## src/rtl/spif_pkg.sv

```systemverilog
package spif_pkg;
  localparam int BYTE_W = 8;
  localparam int OP_W   = 8;

  // bits remaining in the output byte after one falling edge
  function automatic logic [3:0] bits_after_launch(input logic [3:0] rem, input logic dual);
    return dual ? rem - 4'd2 : rem - 4'd1;
  endfunction

  function automatic logic op_is_read(input logic [OP_W-1:0] op,
                                      input logic [OP_W-1:0] op_single,
                                      input logic [OP_W-1:0] op_dual);
    return (op == op_single) || (op == op_dual);
  endfunction
endpackage

```

## src/rtl/spif_sync.sv

```systemverilog
module spif_sync #(
  parameter int           STAGES = 2,
  parameter int           W      = 4,
  parameter logic [W-1:0] INIT   = '0
) (
  input  logic         clk,
  input  logic         rst_n,
  input  logic [W-1:0] d,
  output logic [W-1:0] q
);
  for (genvar g = 0; g < STAGES; g++) begin : g_stage
    logic [W-1:0] r;
    if (g == 0) begin : g_first
      always_ff @(posedge clk or negedge rst_n)
        if (!rst_n) r <= INIT;
        else        r <= d;
    end else begin : g_next
      always_ff @(posedge clk or negedge rst_n)
        if (!rst_n) r <= INIT;
        else        r <= g_stage[g-1].r;
    end
  end
  assign q = g_stage[STAGES-1].r;
endmodule

```

## src/rtl/spif_hold.sv

```systemverilog
module spif_hold (
  input  logic clk,
  input  logic rst_n,
  input  logic cs_act,
  input  logic sck_s,
  input  logic hold_s,
  output logic held
);
  // hold state may only change while SCK is low
  always_ff @(posedge clk or negedge rst_n)
    if (!rst_n)       held <= 1'b0;
    else if (!cs_act) held <= 1'b0;
    else if (!sck_s)  held <= ~hold_s;
endmodule

```

## src/rtl/spif_rx.sv

```systemverilog
module spif_rx
  import spif_pkg::*;
#(
  parameter int              ADDR_W = 24,
  parameter logic [OP_W-1:0] RD1_OP = 8'h03,
  parameter logic [OP_W-1:0] RD2_OP = 8'h3B,
  localparam int             HDR_W  = OP_W + ADDR_W,
  localparam int             CNT_W  = $clog2(HDR_W + 1)
) (
  input  logic              clk,
  input  logic              rst_n,
  input  logic              cs_act,
  input  logic              rise_ev,
  input  logic              si_s,
  output logic              cmd_valid,
  output logic [OP_W-1:0]   cmd_op,
  output logic [ADDR_W-1:0] cmd_addr,
  output logic              cmd_rd,
  output logic              cmd_dual,
  output logic [CNT_W-1:0]  bit_cnt
);
  logic [HDR_W-1:0] sreg;
  logic [HDR_W-1:0] hdr_nxt;
  logic             hdr_done;

  assign hdr_nxt  = {sreg[HDR_W-2:0], si_s};
  assign hdr_done = (bit_cnt == CNT_W'(HDR_W - 1));

  always_ff @(posedge clk or negedge rst_n)
    if (!rst_n) begin
      sreg      <= '0;
      bit_cnt   <= '0;
      cmd_valid <= 1'b0;
      cmd_op    <= '0;
      cmd_addr  <= '0;
      cmd_rd    <= 1'b0;
      cmd_dual  <= 1'b0;
    end else begin
      cmd_valid <= 1'b0;
      if (!cs_act) begin
        bit_cnt <= '0;
      end else if (rise_ev && bit_cnt != CNT_W'(HDR_W)) begin
        sreg    <= hdr_nxt;
        bit_cnt <= bit_cnt + 1'b1;
        if (hdr_done) begin
          cmd_valid <= 1'b1;
          cmd_op    <= hdr_nxt[HDR_W-1 -: OP_W];
          cmd_addr  <= hdr_nxt[ADDR_W-1:0];
          cmd_rd    <= op_is_read(hdr_nxt[HDR_W-1 -: OP_W], RD1_OP, RD2_OP);
          cmd_dual  <= (hdr_nxt[HDR_W-1 -: OP_W] == RD2_OP);
        end
      end
    end
endmodule

```

## src/rtl/spif_tx.sv

```systemverilog
module spif_tx
  import spif_pkg::*;
(
  input  logic              clk,
  input  logic              rst_n,
  input  logic              cs_act,
  input  logic              fall_ev,
  input  logic              start,
  input  logic              dual_in,
  input  logic [BYTE_W-1:0] rd_data,
  output logic              rd_req,
  output logic              active,
  output logic              dual,
  output logic              so_bit,
  output logic              io0_bit
);
  logic [BYTE_W-1:0] dout;
  logic [3:0]        rem;
  logic [3:0]        rem_nxt;

  assign rem_nxt = bits_after_launch(rem, dual);

  always_ff @(posedge clk or negedge rst_n)
    if (!rst_n) begin
      rd_req  <= 1'b0;
      active  <= 1'b0;
      dual    <= 1'b0;
      dout    <= '0;
      rem     <= '0;
      so_bit  <= 1'b0;
      io0_bit <= 1'b0;
    end else if (!cs_act) begin
      rd_req <= 1'b0;
      active <= 1'b0;
      rem    <= '0;
    end else begin
      rd_req <= 1'b0;
      if (start) begin
        active <= 1'b1;
        dual   <= dual_in;
        rd_req <= 1'b1;
      end
      if (rd_req) begin
        dout <= rd_data;
        rem  <= 4'(BYTE_W);
      end else if (fall_ev && active && rem != 4'd0) begin
        so_bit <= dout[BYTE_W-1];
        if (dual) begin
          io0_bit <= dout[BYTE_W-2];
          dout    <= {dout[BYTE_W-3:0], 2'b00};
        end else begin
          dout    <= {dout[BYTE_W-2:0], 1'b0};
        end
        rem <= rem_nxt;
        if (rem_nxt == 4'd0) rd_req <= 1'b1;
      end
    end
endmodule

```

## src/rtl/spi_flash_front.sv

```systemverilog
module spi_flash_front
  import spif_pkg::*;
#(
  parameter int              ADDR_W      = 24,
  parameter int              SYNC_STAGES = 2,
  parameter logic [OP_W-1:0] RD1_OP      = 8'h03,
  parameter logic [OP_W-1:0] RD2_OP      = 8'h3B
) (
  input  logic              clk,
  input  logic              rst_n,
  input  logic              cs_n,
  input  logic              sck,
  input  logic              si_in,
  input  logic              hold_n,
  output logic              so_out,
  output logic              so_oe,
  output logic              io0_out,
  output logic              io0_oe,
  output logic              cmd_valid,
  output logic [OP_W-1:0]   cmd_opcode,
  output logic [ADDR_W-1:0] cmd_addr,
  output logic              rd_req,
  input  logic [BYTE_W-1:0] rd_data
);
  localparam int CNT_W = $clog2(OP_W + ADDR_W + 1);

  logic [3:0]       pins_s;
  logic             cs_act, sck_s, si_s, hold_s, sck_p;
  logic             held, rise_ev, fall_ev;
  logic             cmd_rd, cmd_dual, tx_active, tx_dual;
  logic [CNT_W-1:0] bit_cnt;

  spif_sync #(.STAGES(SYNC_STAGES), .W(4), .INIT(4'b1001)) u_sync (
    .clk(clk), .rst_n(rst_n), .d({cs_n, sck, si_in, hold_n}), .q(pins_s));

  assign cs_act = ~pins_s[3];
  assign sck_s  = pins_s[2];
  assign si_s   = pins_s[1];
  assign hold_s = pins_s[0];

  always_ff @(posedge clk or negedge rst_n)
    if (!rst_n) sck_p <= 1'b0;
    else        sck_p <= sck_s;

  spif_hold u_hold (
    .clk(clk), .rst_n(rst_n), .cs_act(cs_act), .sck_s(sck_s), .hold_s(hold_s), .held(held));

  // edges only count inside a transaction and outside a hold
  assign rise_ev = cs_act & ~held &  sck_s & ~sck_p;
  assign fall_ev = cs_act & ~held & ~sck_s &  sck_p;

  spif_rx #(.ADDR_W(ADDR_W), .RD1_OP(RD1_OP), .RD2_OP(RD2_OP)) u_rx (
    .clk(clk), .rst_n(rst_n), .cs_act(cs_act), .rise_ev(rise_ev), .si_s(si_s),
    .cmd_valid(cmd_valid), .cmd_op(cmd_opcode), .cmd_addr(cmd_addr),
    .cmd_rd(cmd_rd), .cmd_dual(cmd_dual), .bit_cnt(bit_cnt));

  spif_tx u_tx (
    .clk(clk), .rst_n(rst_n), .cs_act(cs_act), .fall_ev(fall_ev),
    .start(cmd_valid & cmd_rd), .dual_in(cmd_dual), .rd_data(rd_data),
    .rd_req(rd_req), .active(tx_active), .dual(tx_dual),
    .so_bit(so_out), .io0_bit(io0_out));

  assign so_oe  = cs_act & ~held & tx_active;
  assign io0_oe = so_oe & tx_dual;
endmodule

```

## config.mk

```make
export PLATFORM = sky130hd
export DESIGN_NAME = spi_flash_front
export DESIGN_NICKNAME = d
export VERILOG_FILES = /design/src/rtl/spif_pkg.sv /design/src/rtl/spif_sync.sv /design/src/rtl/spif_hold.sv /design/src/rtl/spif_rx.sv /design/src/rtl/spif_tx.sv /design/src/rtl/spi_flash_front.sv
export SDC_FILE = /design/constraint.sdc
export NUM_CORES = 1
export LEC_CHECK = 0
export ABC_AREA = 1
export BUFFER_PORTS_ARGS = -buffer_cell sky130_fd_sc_hd__buf_2
export CORE_MARGIN = 2
export CORE_UTILIZATION = 50
export DETAILED_ROUTE_END_ITERATION = 8
export PLACE_DENSITY = 0.68
export SLEW_MARGIN = 40
export SYNTH_ARGS = -nofsm -noshare
export SYNTH_HDL_FRONTEND = slang
export SYNTH_SLANG_ARGS = --single-unit
export TNS_END_PERCENT = 1
```

## constraint.sdc

```tcl
create_clock -name clk -period 3.4 [get_ports clk]
set_input_delay 0.51 -clock clk [delete_from_list [all_inputs] [get_ports clk]]
set_output_delay 0.51 -clock clk [all_outputs]
set_load 0.05 [all_outputs]
```

Yosys cells after proc, flatten, opt, wreduce, memory -nomap -nowiden
Cells that the tools add are included.

storage, ports and cells
  register bits = 99
  bits of input ports = 14
  output and inout bits = 38
  logic and storage cells = 77

operators by class
  add/sub/neg operators = 3
  eq/ne operators = 5
  multiplexer cells = 21
  bitwise gates (word level) = 14
  reduce and logical (&&, ||, !) cells = 16

operators with widths
  operator               count
  $mux W8                3
  $mux W4                4
  $mux W1                12
  $mux W6                2
  $and A1 B1 Y1          8
  $eq A8 B2 Y1 const B   1
  $eq A8 B6 Y1 const B   1
  $add A6 B1 Y6 const B  1
  $eq A6 B5 Y1 const B   1
  $ne A6 B6 Y1 const B   1
  $not A1 Y1             6
  $reduce_and A2 Y1      3
  $reduce_and A3 Y1      2
  $reduce_bool A2 Y1     3
  $logic_not A4 Y1       1
  $reduce_and A4 Y1      1
  $reduce_bool A4 Y1     1
  $sub A4 B1 Y4 const B  1
  $sub A4 B2 Y4 const B  1
  $logic_and A1 B1 Y1    3
  $reduce_bool A3 Y1     1
  $ne A2 B1 Y1 const B   1
  $logic_or A1 B1 Y1     1

Logic depth before layout (Yosys ltp)
  word-level depth = 9
  depth in mapped cells = 10
  mapped depth without buffers = 10

Hierarchy
A second synthesis with hierarchy kept.

second synthesis, totals
  cell total of the unflattened synthesis = 548
  area total of the unflattened synthesis = 4,655.7 sq um

modules (own cells, without submodules)
  module           instances  cells an instance  area each (sq um)  sequential area each (sq um)
  spif_rx          1          400                3,353.2            1,801.7
  spif_tx          1          121                978.4              425.4
  spif_sync        1          8                  205.2              205.2
  spi_flash_front  1          13                 72.6               25.0
  spif_hold        1          6                  46.3               25.0

Worst setup path before layout
OpenSTA, ideal clock, no wires.

  kind = reg2out
  start = reg u_tx.dual
  end = out io0_oe
  arrival = 1,676 ps
  data required time = 2,890 ps
  path slack = 1,214 ps
  stages on the path, launching flop included = 4
  path buffers = 1
  path through = dfrtp_1 -> inv_1 -> clkbuf_1 -> nor3_1

between the ends
  word-level cells in the longest chain between the ends = 1

RTL lines
  item                      line                   RTL
  start: declaration        spif_tx.sv:13          output logic dual,
  start signal: assignment  spif_tx.sv:40          dual <= dual_in;
  $and A1 B1 Y1             spi_flash_front.sv:64  assign io0_oe = so_oe & tx_dual;
  end: declaration          spi_flash_front.sv:18  output logic io0_oe,

Every way passes these cells.

Worst setup path after layout
Ends and elaborated chain as after synthesis.

==> results.json <==
{
  "clockBufferDepth": 2,
  "port-buffer-count": 51,
  "numCtsBuffers": 9,
  "syn-cell-area_um2": 4290,
  "num-nets-final": 522,
  "endpoint_kind": "output pin",
  "ctsResizeCount": 0,
  "timing.rr.end": "u_rx.cmd_addr[9]",
  "synth_top_area_cell": "dfrtp_1",
  "hold_path.class": "in -> async",
  "rrSetupSlack_ps": 1350,
  "ios": 52,
  "ir_drop_uv": 218,
  "ys_seq_area_share_pct": 57.9,
  "crit_family": "buffers and inverters",
  "area_delta_synth_final_pct": 11.6,
  "fp.dieH_um": 96.6,
  "arrival_ps": 1730,
  "cts_tree": "yes",
  "gp_congestion": 0.824,
  "rsz0062_at_grt": "false",
  "clk_pin_slew_ps": 90,
  "reg2regPathDepth": 9,
  "outcome": "finished clean",
  "maxCapViolations": 0,
  "ys_ff_latch": 99,
  "synth-compound-area-share_pct": 11.4,
  "vias_per_cell": 5.07,
  "post_cts_buffers": 0,
  "tns_ps": 0,
  "drtPass1Iterations": 4,
  "grt_pass1_vias": 2968,
  "coreArea_um2": 8260,
  "drive_gt1_share_pct": 24.0,
  "yosys_warnings": 0,
  "die-area_um2": 9330,
  "grt-ovfl-total": 0,
  "avgSynthCellArea_um2": 9.36,
  "final_common_cell": "nand2_1",
  "synth_top_area_share_pct": 55.5,
  "cts_root_buf": "clkbuf_8",
  "maxSlewHeadroom_pct": 54.7,
  "first_iter_violations": 181,
  "finalCritPeriodShare_pct": 65.9,
  "dp_hpwl_um": 5080,
  "cp.required_ps": 2890,
  "hold_viol": 0,
  "fin_worst_skew_ps": 11.3,
  "num_rows": 33,
  "p_leak_uw": 0.00235,
  "diodes": 0,
  "slew_viol_final": 0,
  "ant_nets": 0,
  "crit_chain": "inv_1, nor3_1, buf_2",
  "tightest_slew_ps": 678,
  "syn-num-nets": 477,
  "antenna_found_initial": 0,
  "clk-insertion-delay-late_ps": 350,
  "max_stage_delay_ps": 570,
  "synth_cell_type_count": 29,
  "layout_common_cells": "125 x nand2_1, 95 x dfrtp_1, 50 x buf_2, 47 x inv_1, 40 x o21ai_0",
  "yosys-top-cells-area": "dfrtp_1 55%, nand2_1 11%, o21ai_0 4.7%",
  "rr_startpoint": "u_rx.bit_cnt[0]",
  "die_w_um": 96.6,
  "syn_inst": 458,
  "post_drt_wl_per_cell_um": 12.4,
  "power_density_nw_per_um2": 430,
  "synthAdderAreaFrac_pct": 1.46,
  "gr-usage-all-layers_pct": 18.3,
  "h-tree-depth": 3,
  "yosys.area_share.xor_xnor_pct": 0.613,
  "critPathKind": "reg -> out",
  "period_needed_ps": 2240,
  "ctsHoldBuffers": 0,
  "synth_simple_gate_area_share_pct": 20.9,
  "worst_path_max_delay_cell": "dfrtp_1",
  "cts_sinks": 99,
  "crit_buf_inv": 2,
  "critPathMaxFanout": 13,
  "routed_wirelength_um": 7630,
  "synthMuxAreaShare_pct": 0,
  "grt_pass1_wl_um": 13400,
  "grt_max_degree": 67,
  "vias": 3109,
  "initial_utilization_pct": 51.9,
  "synth_top_family_by_area": "simple AND/OR/NAND/NOR gates",
  "finalSetupViolations": 0,
  "drt_drc_violations_left": 0,
  "max_freq_mhz": 446,
  "start_kind": "register",
  "p_total_uw": 2050
}
-- routing by layer --
layer / share of wire (%) / vias up / global-route usage [%]
li1: - / 1546 / -
met1: 47 / 1482 / 24.4
met2: 46 / 71 / 30.6
met3: 5.0 / 10 / 3.65
met4: 1.2 / 0 / 5.40
met5: 0 / - / 0
-- cell families (layout without fill, tap and decap cells) --
logic type               count (synthesis)  after routing
AND/OR/NAND/NOR                        201            201
AO/OA/AOI/OAI                           80             80
flip-flops                              99             99
buffers and inverters                   70            120
adder cells (fa/ha/maj)                  5              5
XOR/XNOR                                 3              3
-- how the worst max path moves through the flow --
stage / start / end / depth (start not counted)
after global placement: u_rx.bit_cnt[0] / u_rx.cmd_addr[1] / 8
after CTS: u_tx.dual / io0_oe / 3
after global routing: u_tx.dual / io0_oe / 3
after detailed placement: u_rx.bit_cnt[0] / u_rx.cmd_addr[7] / 9
after floorplan: u_tx.dual / io0_oe / 3
final: u_tx.dual / io0_oe / 3
-- sequential cells by signal, summed over array words and instances (netlist names), 4 cells and up --
signal / cells
u_rx.cmd_addr: 24
u_rx.cmd_op: 8
u_rx.bit_cnt: 6
u_tx.dout: 8
u_tx.rem: 4
u_sync.q: 4
u_sync.g_stage.r: 4
u_rx.sreg: 31
-- worst reg2reg max path: cells and delay by family (launching register included) --
family / cells / cell delay [ps]
adders and majority gates: 1 / 160
and+or+nand+nor: 5 / 880
DFF: 1 / 420
AOI/OAI and AO/OA: 1 / 80
buffers and inverters: 2 / 420
-- synth_stat cells --
library cell	n
inv_2	2
dfstp_2	4
nand2_2	16
buf_4	5
clkbuf_2	1
nor2_4	2
dfrtp_1	95
ha_1	5
o21ai_1	10
nand3_1	23
buf_6	6
inv_1	47
xnor2_1	2
buf_2	2
nor3_1	3
a31oi_1	6
nand4_1	8
nor2_1	16
nand2_1	125
or2_2	1
a21oi_1	2
nand3b_1	1
o21ai_2	22
clkinv_1	1
xor2_1	1
nor2_2	3
o21ai_0	40
clkbuf_1	6
nand3_2	3
-- per-stage QoR --
step	hold slack [ps]	worst slack [ps]	std cells	instance area, um2	utilization (%)
6_report	178	1160	613	4780	57.9
3_3_place_gp	336	1430	597	4580	55.5
2_1_floorplan	214	1210	458	4290	-
4_1_cts	208	1160	613	4780	57.9
3_5_place_dp	341	1350	597	4580	55.5
5_1_grt	222	1050	613	4780	57.9
-- cell type report --
class / count / area (um2)
Fill cell: 753 / 3480
Sequential cell: 99 / 2480
Multi-Input combinational cell: 289 / 1470
Timing Repair Buffer: 54 / 305
Inverter: 50 / 188
Tap cell: 105 / 131
Clock buffer: 10 / 128
Clock inverter: 6 / 73.8
-- report_power, final --
part / internal [uW] / total, uW / switching, uW
Sequential: 1210 / 1220 / 17.2
Combinational: 21.6 / 79.0 / 57.3
Clock: 348 / 751 / 403
Power figures use the tool's default switching activity.
